$ cat src/rtl/tlc_pkg.sv
package tlc_pkg;
  localparam int BYTE_W = 8;
  localparam int TOK_W  = BYTE_W + 1;
  localparam int STEPS  = TOK_W + 1;          // bits plus return transition
  localparam int IDX_W  = $clog2(STEPS);

  typedef struct packed {
    logic              ctl;
    logic [BYTE_W-1:0] data;
  } tok_t;

  // Bit carried by transition k (0..TOK_W-1): byte MSB first, then flag.
  function automatic logic tok_bit(tok_t t, logic [IDX_W-1:0] k);
    logic b;
    b = t.ctl;
    for (int i = 0; i < BYTE_W; i++) begin
      if (int'(k) == BYTE_W - 1 - i) b = t.data[i];
    end
    return b;
  endfunction

  // Fold received bit for transition k into the partial token.
  function automatic tok_t push_bit(tok_t t, logic [IDX_W-1:0] k, logic b);
    tok_t r;
    r = t;
    if (int'(k) < BYTE_W) r.data = {t.data[BYTE_W-2:0], b};
    else                  r.ctl  = b;
    return r;
  endfunction

  // The return transition toggles whichever line is still high.
  function automatic logic ret_wire(logic [1:0] lv);
    return lv[1];
  endfunction
endpackage

$ cat src/rtl/tlc_gap_timer.sv
module tlc_gap_timer #(
  parameter int GAP_W = 8
) (
  input  logic             clk,
  input  logic             rst_n,
  input  logic [GAP_W-1:0] gap,
  input  logic             fire,
  output logic             open
);
  logic [GAP_W-1:0] cnt_q;

  assign open = (cnt_q == '0);

  always_ff @(posedge clk) begin
    if (!rst_n) begin
      cnt_q <= '0;
    end else if (fire) begin
      cnt_q <= (gap == '0) ? '0 : gap - GAP_W'(1);
    end else if (cnt_q != '0) begin
      cnt_q <= cnt_q - GAP_W'(1);
    end
  end

  AST_FIRE_WHEN_OPEN: assert property (@(posedge clk) disable iff (!rst_n)
    fire |-> open);
endmodule

$ cat src/rtl/tlc_tx.sv
module tlc_tx
  import tlc_pkg::*;
#(
  parameter int GAP_W = 8
) (
  input  logic             clk,
  input  logic             rst_n,
  input  logic [GAP_W-1:0] gap,
  input  logic             hold,
  input  logic             in_valid,
  input  tok_t             in_tok,
  output logic             in_ready,
  output logic [1:0]       line
);
  localparam logic [IDX_W-1:0] LAST_IDX = IDX_W'(STEPS - 1);

  logic             busy;
  logic [IDX_W-1:0] idx;
  tok_t             tok;
  logic [1:0]       lv;
  logic             gap_open;
  logic             step;
  logic             last_step;
  logic             sel_w;
  logic [GAP_W:0]   since_q;

  function automatic logic [GAP_W:0] min_space(logic [GAP_W-1:0] g);
    return (g == '0) ? (GAP_W+1)'(1) : {1'b0, g};
  endfunction

  tlc_gap_timer #(.GAP_W(GAP_W)) u_gap (
    .clk  (clk),
    .rst_n(rst_n),
    .gap  (gap),
    .fire (step),
    .open (gap_open)
  );

  assign step      = busy && gap_open && !hold;
  assign last_step = step && (idx == LAST_IDX);
  assign in_ready  = !busy;
  assign line      = lv;

  always_comb begin
    if (idx == LAST_IDX) sel_w = ret_wire(lv);
    else                 sel_w = tok_bit(tok, idx);
  end

  always_ff @(posedge clk) begin
    if (!rst_n) begin
      busy <= 1'b0;
      idx  <= '0;
      tok  <= '0;
      lv   <= 2'b00;
    end else if (!busy) begin
      if (in_valid) begin
        busy <= 1'b1;
        tok  <= in_tok;
        idx  <= '0;
      end
    end else if (step) begin
      lv  <= lv ^ (sel_w ? 2'b10 : 2'b01);
      idx <= last_step ? '0 : idx + IDX_W'(1);
      if (last_step) busy <= 1'b0;
    end
  end

  // cycles since the last transition, saturating (assertion support)
  always_ff @(posedge clk) begin
    if (!rst_n)              since_q <= '0;
    else if (step)           since_q <= (GAP_W+1)'(1);
    else if (~&since_q)      since_q <= since_q + (GAP_W+1)'(1);
  end

  AST_ONE_LINE_MOVES: assert property (@(posedge clk) disable iff (!rst_n)
    $countones(line ^ $past(line)) <= 1);
  AST_IDLE_LINES_LOW: assert property (@(posedge clk) disable iff (!rst_n)
    in_ready |-> (line == 2'b00));
  AST_GAP_KEPT: assert property (@(posedge clk) disable iff (!rst_n)
    (step && idx != '0) |-> (since_q >= min_space(gap)));
  AST_HOLD_FREEZES: assert property (@(posedge clk) disable iff (!rst_n)
    hold |=> $stable(line));
endmodule

$ cat src/rtl/tlc_rx.sv
module tlc_rx
  import tlc_pkg::*;
(
  input  logic       clk,
  input  logic       rst_n,
  input  logic [1:0] line,
  output logic       out_valid,
  output tok_t       out_tok,
  output logic       err
);
  typedef enum logic {RX_RUN, RX_HUNT} rx_st_t;

  localparam logic [IDX_W-1:0] LAST_IDX = IDX_W'(STEPS - 1);

  rx_st_t           st;
  logic [1:0]       prev;
  logic [1:0]       edges;
  logic             two_edges;
  logic             one_edge;
  logic             hunting;
  logic [IDX_W-1:0] idx;
  tok_t             acc;

  assign edges     = line ^ prev;
  assign two_edges = &edges;
  assign one_edge  = ^edges;
  assign hunting   = (st == RX_HUNT);

  always_ff @(posedge clk) begin
    if (!rst_n) begin
      st        <= RX_RUN;
      prev      <= 2'b00;
      idx       <= '0;
      acc       <= '0;
      out_valid <= 1'b0;
      out_tok   <= '0;
      err       <= 1'b0;
    end else begin
      prev      <= line;
      out_valid <= 1'b0;
      case (st)
        RX_RUN: begin
          if (two_edges) begin
            err <= 1'b1;
            st  <= RX_HUNT;
            idx <= '0;
          end else if (one_edge) begin
            if (idx == LAST_IDX) begin
              idx <= '0;
              if (line == 2'b00) begin
                out_valid <= 1'b1;
                out_tok   <= acc;
              end else begin
                err <= 1'b1;
                st  <= RX_HUNT;
              end
            end else begin
              acc <= push_bit(acc, idx, edges[1]);
              idx <= idx + IDX_W'(1);
            end
          end
        end
        default: begin
          idx <= '0;
          if (line == 2'b00) st <= RX_RUN;
        end
      endcase
    end
  end

  AST_PULSE_SINGLE: assert property (@(posedge clk) disable iff (!rst_n)
    out_valid |=> !out_valid);
  AST_ERR_STICKY: assert property (@(posedge clk) disable iff (!rst_n)
    err |=> err);
  AST_HUNT_SILENT: assert property (@(posedge clk) disable iff (!rst_n)
    hunting |=> !out_valid);
  AST_RETURN_LOW: assert property (@(posedge clk) disable iff (!rst_n)
    out_valid |-> ($past(line) == 2'b00));
endmodule

$ cat src/rtl/tlc_codec.sv
module tlc_codec
  import tlc_pkg::*;
#(
  parameter int GAP_W = 8
) (
  input  logic              clk,
  input  logic              rst_n,
  input  logic [GAP_W-1:0]  cfg_gap,
  input  logic              tx_hold,
  input  logic              tx_valid,
  input  logic [BYTE_W-1:0] tx_data,
  input  logic              tx_ctl,
  output logic              tx_ready,
  output logic              tx_w0,
  output logic              tx_w1,
  input  logic              rx_w0,
  input  logic              rx_w1,
  output logic              rx_valid,
  output logic [BYTE_W-1:0] rx_data,
  output logic              rx_ctl,
  output logic              rx_err
);
  tok_t       tx_tok;
  tok_t       rx_tok;
  logic [1:0] tx_line;

  assign tx_tok = '{ctl: tx_ctl, data: tx_data};
  assign tx_w0  = tx_line[0];
  assign tx_w1  = tx_line[1];
  assign rx_data = rx_tok.data;
  assign rx_ctl  = rx_tok.ctl;

  tlc_tx #(.GAP_W(GAP_W)) u_tx (
    .clk     (clk),
    .rst_n   (rst_n),
    .gap     (cfg_gap),
    .hold    (tx_hold),
    .in_valid(tx_valid),
    .in_tok  (tx_tok),
    .in_ready(tx_ready),
    .line    (tx_line)
  );

  tlc_rx u_rx (
    .clk      (clk),
    .rst_n    (rst_n),
    .line     ({rx_w1, rx_w0}),
    .out_valid(rx_valid),
    .out_tok  (rx_tok),
    .err      (rx_err)
  );

  AST_RESET_QUIET: assert property (@(posedge clk)
    !rst_n |=> (!rx_valid && !rx_err && tx_ready));
endmodule

$ cat config.mk
export PLATFORM = sky130hd
export DESIGN_NAME = tlc_codec
export DESIGN_NICKNAME = d
export VERILOG_FILES = /design/src/rtl/tlc_pkg.sv /design/src/rtl/tlc_gap_timer.sv /design/src/rtl/tlc_tx.sv /design/src/rtl/tlc_rx.sv /design/src/rtl/tlc_codec.sv
export SDC_FILE = /design/constraint.sdc
export NUM_CORES = 1
export LEC_CHECK = 0
export ABC_AREA = 1
export CORE_MARGIN = 3
export CORE_UTILIZATION = 40
export CTS_CLUSTER_DIAMETER = 60
export DETAILED_ROUTE_END_ITERATION = 16
export PLACE_DENSITY = 0.64
export SYNTH_ARGS = -nofsm -noshare
export SYNTH_HDL_FRONTEND = slang
export SYNTH_SLANG_ARGS = --single-unit
$ cat constraint.sdc
create_clock -name clk -period 2.2 [get_ports clk]
set_input_delay 0.22 -clock clk [delete_from_list [all_inputs] [get_ports clk]]
set_output_delay 0.22 -clock clk [all_outputs]
set_load 0.02 [all_outputs]
# --- Yosys cells after proc, flatten, opt, wreduce, memory -nomap -nowiden ---
# Cells that the tools add are included.
classes:
  n_addsub: 4
  n_lt_le_gt_ge: 1
  eq_ne: 11
  muxes: 32
  bitwise_logic: 9
  reduce_logical: 25
ops:
  columns: ["cell", "n"]
  rows:
  - ["== test 4 bit (second input constant)", 6]
  - ["two-way mux 8 bit", 3]
  - ["two-way mux 1 bit", 23]
  - ["two-way mux 4 bit", 5]
  - ["zero test 8 bit", 2]
  - ["subtractor 8 x 1 -> 8 bit (second input constant)", 2]
  - ["AND reduction 5 bit", 3]
  - ["adder 4 x 1 -> 4 bit (second input constant)", 2]
  - ["== test 4 x 3 -> 1 bit (second input constant)", 2]
  - ["AND reduction 2 bit", 4]
  - ["nonzero test 2 bit", 4]
  - ["nonzero test 8 bit", 1]
  - ["inverter 1 bit", 7]
  - ["OR reduction 5 bit", 1]
  - ["== test 4 x 2 -> 1 bit (second input constant)", 1]
  - ["zero test 4 bit", 1]
  - ["less-than comparator 4 bit (second input constant)", 1]
  - ["AND reduction 4 bit", 1]
  - ["bitwise XOR 2 bit", 2]
  - ["logical AND 1 bit", 3]
  - ["OR reduction 3 bit", 1]
  - ["zero test 1 bit", 2]
  - ["zero test 2 bit", 1]
  - ["two-way mux 2 bit", 1]
  - ["other kinds (3)", 3]
word_totals:
  regBits: 51
  inputBits: 23
  output_inout_bits: 14
  wordCells: 97

# --- Longest topological paths before layout ---
depth:
  word_depth: 12
  mapped_depth: 16
  depth_no_buf: 16

# --- Cells and area by module ---
# From an unflattened synthesis, not the netlist that was laid out.
unflattened:
  hier_cells: 425
  hier_area_um2: 2841.5
by_module_without_submodules:
  columns: ["mod", "n_inst", "cells_each", "area_per_inst_um2", "seq_area_each_um2"]
  rows:
  - ["tlc_rx", 1, 154, 1193.6, 540.5]
  - ["tlc_tx", 1, 129, 872.1, 320.3]
  - ["tlc_gap_timer", 1, 142, 775.7, 160.2]

# --- Worst setup path before layout ---
# Ideal clock, no wire load.
synth_path:
  path_type: "register to register"
  start: "register u_rx.prev[1]"
  end: "register u_rx.out_tok[5] (netlist name)"
  setup_ns: 0.070
  t_arrival_ns: 1.692
  required_time_ns: 2.130
  slack_ns: 0.438
  path_stages_with_launch: 11
  n_path_buf: 1
  synth_period_minus_slack_ns: 1.762
  cell_sequence: "dfxtp_1 > xnor2_1 > inv_1 > ha_1 > inv_1 > nor2_1 > inv_1 > nor3_4 > buf_2 > o21ai_0 > a21oi_1"
synth_via:
  elab_cells_between_ends: 5
  cone_classes: "bitwise: 2; reduce/logical: 3"
synth_lines:
  columns: ["item", "line_no", "rtl"]
  rows:
  - ["start, declared", "tlc_rx.sv:16", "logic [1:0] prev;"]
  - ["start signal, assigned", "tlc_rx.sv:39", "prev <= line;"]
  - ["bitwise XOR 2 bit", "tlc_rx.sv:24", "assign edges = line ^ prev;"]
  - ["named net u_rx.edges[1]", "tlc_rx.sv:17", "logic [1:0] edges;"]
  - ["parity 2 bit", "tlc_rx.sv:26", "assign one_edge = ^edges;"]
  - ["named net u_rx.one_edge", "tlc_rx.sv:19", "logic one_edge;"]
  - ["AND reduction 5 bit (no line)", null, null]
  - ["end signal, assigned", "tlc_rx.sv:36", "out_tok <= '0;"]
  - ["end signal, assigned", "tlc_rx.sv:52", "out_tok <= acc;"]
  - ["end, declared", "tlc_rx.sv:8", "output tok_t out_tok,"]
# The timed path passes the listed nets, and every way through them passes these cells.
# A chain may end at the register's enable or synchronous reset.

# --- Final worst setup path ---
layout_path:
  start: "input rx_w0"
  end: "register u_rx.out_tok[5] (netlist name)"
layout_via:
  elab_chain_cells: 4
  elab_cells_between_ends: 6
  cone_classes: "bitwise: 2; reduce/logical: 4"
layout_lines:
  columns: ["item", "line_no", "rtl"]
  rows:
  - ["start, declared", "tlc_codec.sv:16", "input logic rx_w0,"]
  - ["bitwise XOR 2 bit", "tlc_rx.sv:24", null]
  - ["AND reduction 2 bit", "tlc_rx.sv:25", "assign two_edges = &edges;"]
  - ["inverter 1 bit (no line)", null, null]
  - ["AND reduction 5 bit (no line) *", null, null]
# Every way passes the cells marked *; elsewhere a longest branch is shown, timed or not.

==> results.md <==
* Worst Hold Slack at 459 ps
* Post-route DRC at 0
* Outcome: completed
* Clock buffer depth at 2
* Number of synthesized register bits at between 50 and 60
* Routed vias at ~2200
* Nets at between 400 and 500
* WL/cell at 11.2 um
* FF-to-FF setup slack at 380 ps
* Total grt overflow at 0
* Antenna-violating nets left at 0
* Power Density at 812 nW/um^2
* Cell variety after synth at 35
* Syn Std Cell Area at between 2000 and 3000 sq um
* Sequential fraction of the synthesis area at 40.8%
* Gpl congestion at 0.803
* Crit share post-route at ~84%
* Via density at 4.75
* Initial DRC count at 79
* Crit Path Class: primary input to flip-flop
* Final Instance Area at just over 3000 sq um
* Reg2Reg Depth at 16
* Pre-CTS WS at -52.0 ps
* DR pass1 iterations at 4
* Horiz. Die Dim at 85.1 um
* Yosys warnings at 0
* Final Util at 51.3%
* Post-DP Area at around 3000 sq um
* CTS tree: built
* Synth Flop Type: dfxtp_1
* FFs w/ async S/R, synth at 0%
* Number of synthesized flops with an enable pin at 0
* Share of cells above drive strength 1 at 9.25%
* Hold crit path type: flip-flop to flip-flop
* Crit-path max FO at 15
* Worst slew pin tran at 304 ps
* Hold endpoint: u_rx.err
* Core ar. at 5990 sq um
* Hold Violations, Final at 0
* H-tree levels at 2
* Avg Inst Size Synth at 7.26 sq um
* Leak at 1.37 nW
* Layout Skew at 7.80 ps
* Starting Density at between 40% and 50%
* HP Start: u_rx.err
* Number of fill cells in the layout at between 500 and 600
* Max Cap Viol at 0
* Crit end category: flip-flop
* Diodes inserted at 0
* Clk root buf: clkbuf_8
* Vias in the first global route at 2096
* RSZ-0062 raised after global routing: no
* Yosys top cell by area: dfxtp_1
* Reg2reg start: u_tx.idx[0]
* Die Y at 85.1 um
* Die area at 7240 sq um
* Layout area overhead at 22.8%
* Worst setup SP type: primary input
* Overall Global Routing Usage at 15.0%
* Yosys top cell area share at 40.8%
* Top post-synthesis cells by area: dfxtp_1, nor2_1, o21ai_0
* Sink Count at 51
* VDD IR-drop max at 530 uV
* Fmax at 0.543 GHz
* Total CTS buffers at 5
* Total Routed Length at a little over 5000 um
* Total power at 2.50 mW
* Minimum clock period at 1840 ps
* Largest net degree at the start of global routing at 34
* Synth Instances at between 300 and 400
* Slew headroom at between 70% and 80%
* PortBufs at 36
* Antenna violations before repair at 0
* Boundary pin count at 37
* Reg-to-reg endpoint: u_tx.line[0]
* Fin. max-slew vios at 0
* Worst Setup SP: rx_w0
* Worst-Skew Late Latency at 310 ps
* CTS clock-pin slew for the worst setup and hold paths at approximately 100 ps
* Row count at 28
* Syn_nets at 377
* WP data required at 2450 ps
* HPWL after detailed placement at roughly 3900 um
* Critical path arrival at 2090 ps
* Hold Path Stages at 2
* First-pass GRT wire length at between 8000 and 9000 um
* Final setup fails at 0
* Post-route setup slack at 360 ps
## worst max-delay path by stage
stage / to / slack [ps] / depth (start not counted)
after floorplan: u_rx.out_tok[5] / 440 / 10
after global placement: u_rx.acc[3] / 50 / 11
after detailed placement: u_rx.acc[3] / -50 / 12
after CTS: u_rx.acc[3] / 280 / 12
after global routing: u_rx.out_tok[5] / 100 / 12
final: u_rx.out_tok[5] / 360 / 12
## per-stage QoR
stage          cells  setup TNS, ps
3_5_place_dp     456           -241
5_1_grt          464              0
6_report         464              0
4_1_cts          464              0
2_1_floorplan    345              0
3_3_place_gp     456              0
## registers in the layout, indices dropped and copies added (netlist names)
register / cells
u_rx.out_tok: 9
u_tx.busy: 1
u_tx.line: 2
u_rx.hunting: 1
u_tx.u_gap.cnt_q: 8
u_rx.out_valid: 1
u_rx.prev: 2
u_tx.tok: 9
u_rx.idx: 4
u_rx.acc: 9
u_rx.err: 1
u_tx.idx: 4
## cells in the final DEF, fill, tap and decap left out
cell and n:
inv_6 2, buf_4 7, o211ai_1 1, nand2_2 2
inv_2 6, dfxtp_1 51, a221oi_1 1, clkinvlp_4 1
nand3_2 1, ha_1 9, o21ai_1 1, xor2_1 4
nor2_2 6, nand2_1 43, nand3b_4 1, o22ai_1 1
nor3_1 3, o21a_1 1, xnor2_1 7, nand3_1 15
a31oi_1 1, clkbuf_8 5, a211oi_1 2, or2_1 1
nor3_4 2, a21oi_2 1, nand3b_1 1, inv_1 46
o21ai_0 37, clkdlybuf4s50_1 36, a2bb2oi_1 1, or2_2 1
nor2_1 53, nand4_1 2, nor2_4 1, a21oi_1 35
nor3b_1 1
## cells by family after synthesis
kind of cell | Yosys count | share of synthesized area [%]
compound gates | 82 | 17.3
xor+xnor | 11 | 3.85
fa+ha+maj | 9 | 4.50
flops | 51 | 40.8
buf+inv | 59 | 9.10
simple gates | 133 | 24.4
## critical path, stage by stage
cell and delay [ps]:
clkdlybuf4s50_1 450, xnor2_1 220, inv_1 70, ha_1 210
nor2_1 100, inv_1 70, nor2_1 80, inv_1 100
nor3_4 130, buf_4 200, o21ai_0 90, a21oi_1 130
## report_power, final
| part | switching [mW] | internal (mW) | leakage, nW |
|---|---|---|---|
| combinational | 0.472 | 0.335 | 0.904 |
| sequential | 0.0785 | 1.04 | 0.418 |
| clock | 0.337 | 0.232 | 0.0452 |
## layer usage
metal / up-vias / part of all wire, % / track usage (%)
met5: - / 0 / 0
met3: 6 / 3.4 / 3.40
met4: 0 / 1.1 / 5.18
met2: 33 / 46 / 25.0
li1: 1192 / - / -
met1: 972 / 50 / 19.2
## area by class of cell
class	instances	area, sq um	share of cell area (%)
Clock buffer	5	68.8	2.24
Clock inverter	3	25.0	0.814
Inverter	52	195	6.35
Multi-Input combinational cell	235	1260	40.9
Sequential cell	51	1020	33.2
Tap cell	75	93.8	3.05
Timing Repair Buffer	43	413	13.4
## Yosys cell counts (2+ instances only)
cell type,count
a211oi_1,2
a21oi_1,35
buf_2,2
clkbuf_1,4
dfxtp_1,51
ha_1,9
inv_1,46
inv_2,6
nand2_1,43
nand2_2,2
nand3_1,15
nand4_1,2
nor2_1,54
nor2_2,5
nor3_1,3
nor3_4,2
o21ai_0,37
xnor2_1,7
xor2_1,4
## what timing repair did
| action | in CTS | in global routing |
|---|---|---|
| resized for setup | 0 | 1 |
| hold buffers | 0 | 0 |
| endpoints found under the setup margin | 0 | 1 |
| buffers inserted | 0 | 0 |
(Power assumes the default switching activity.)
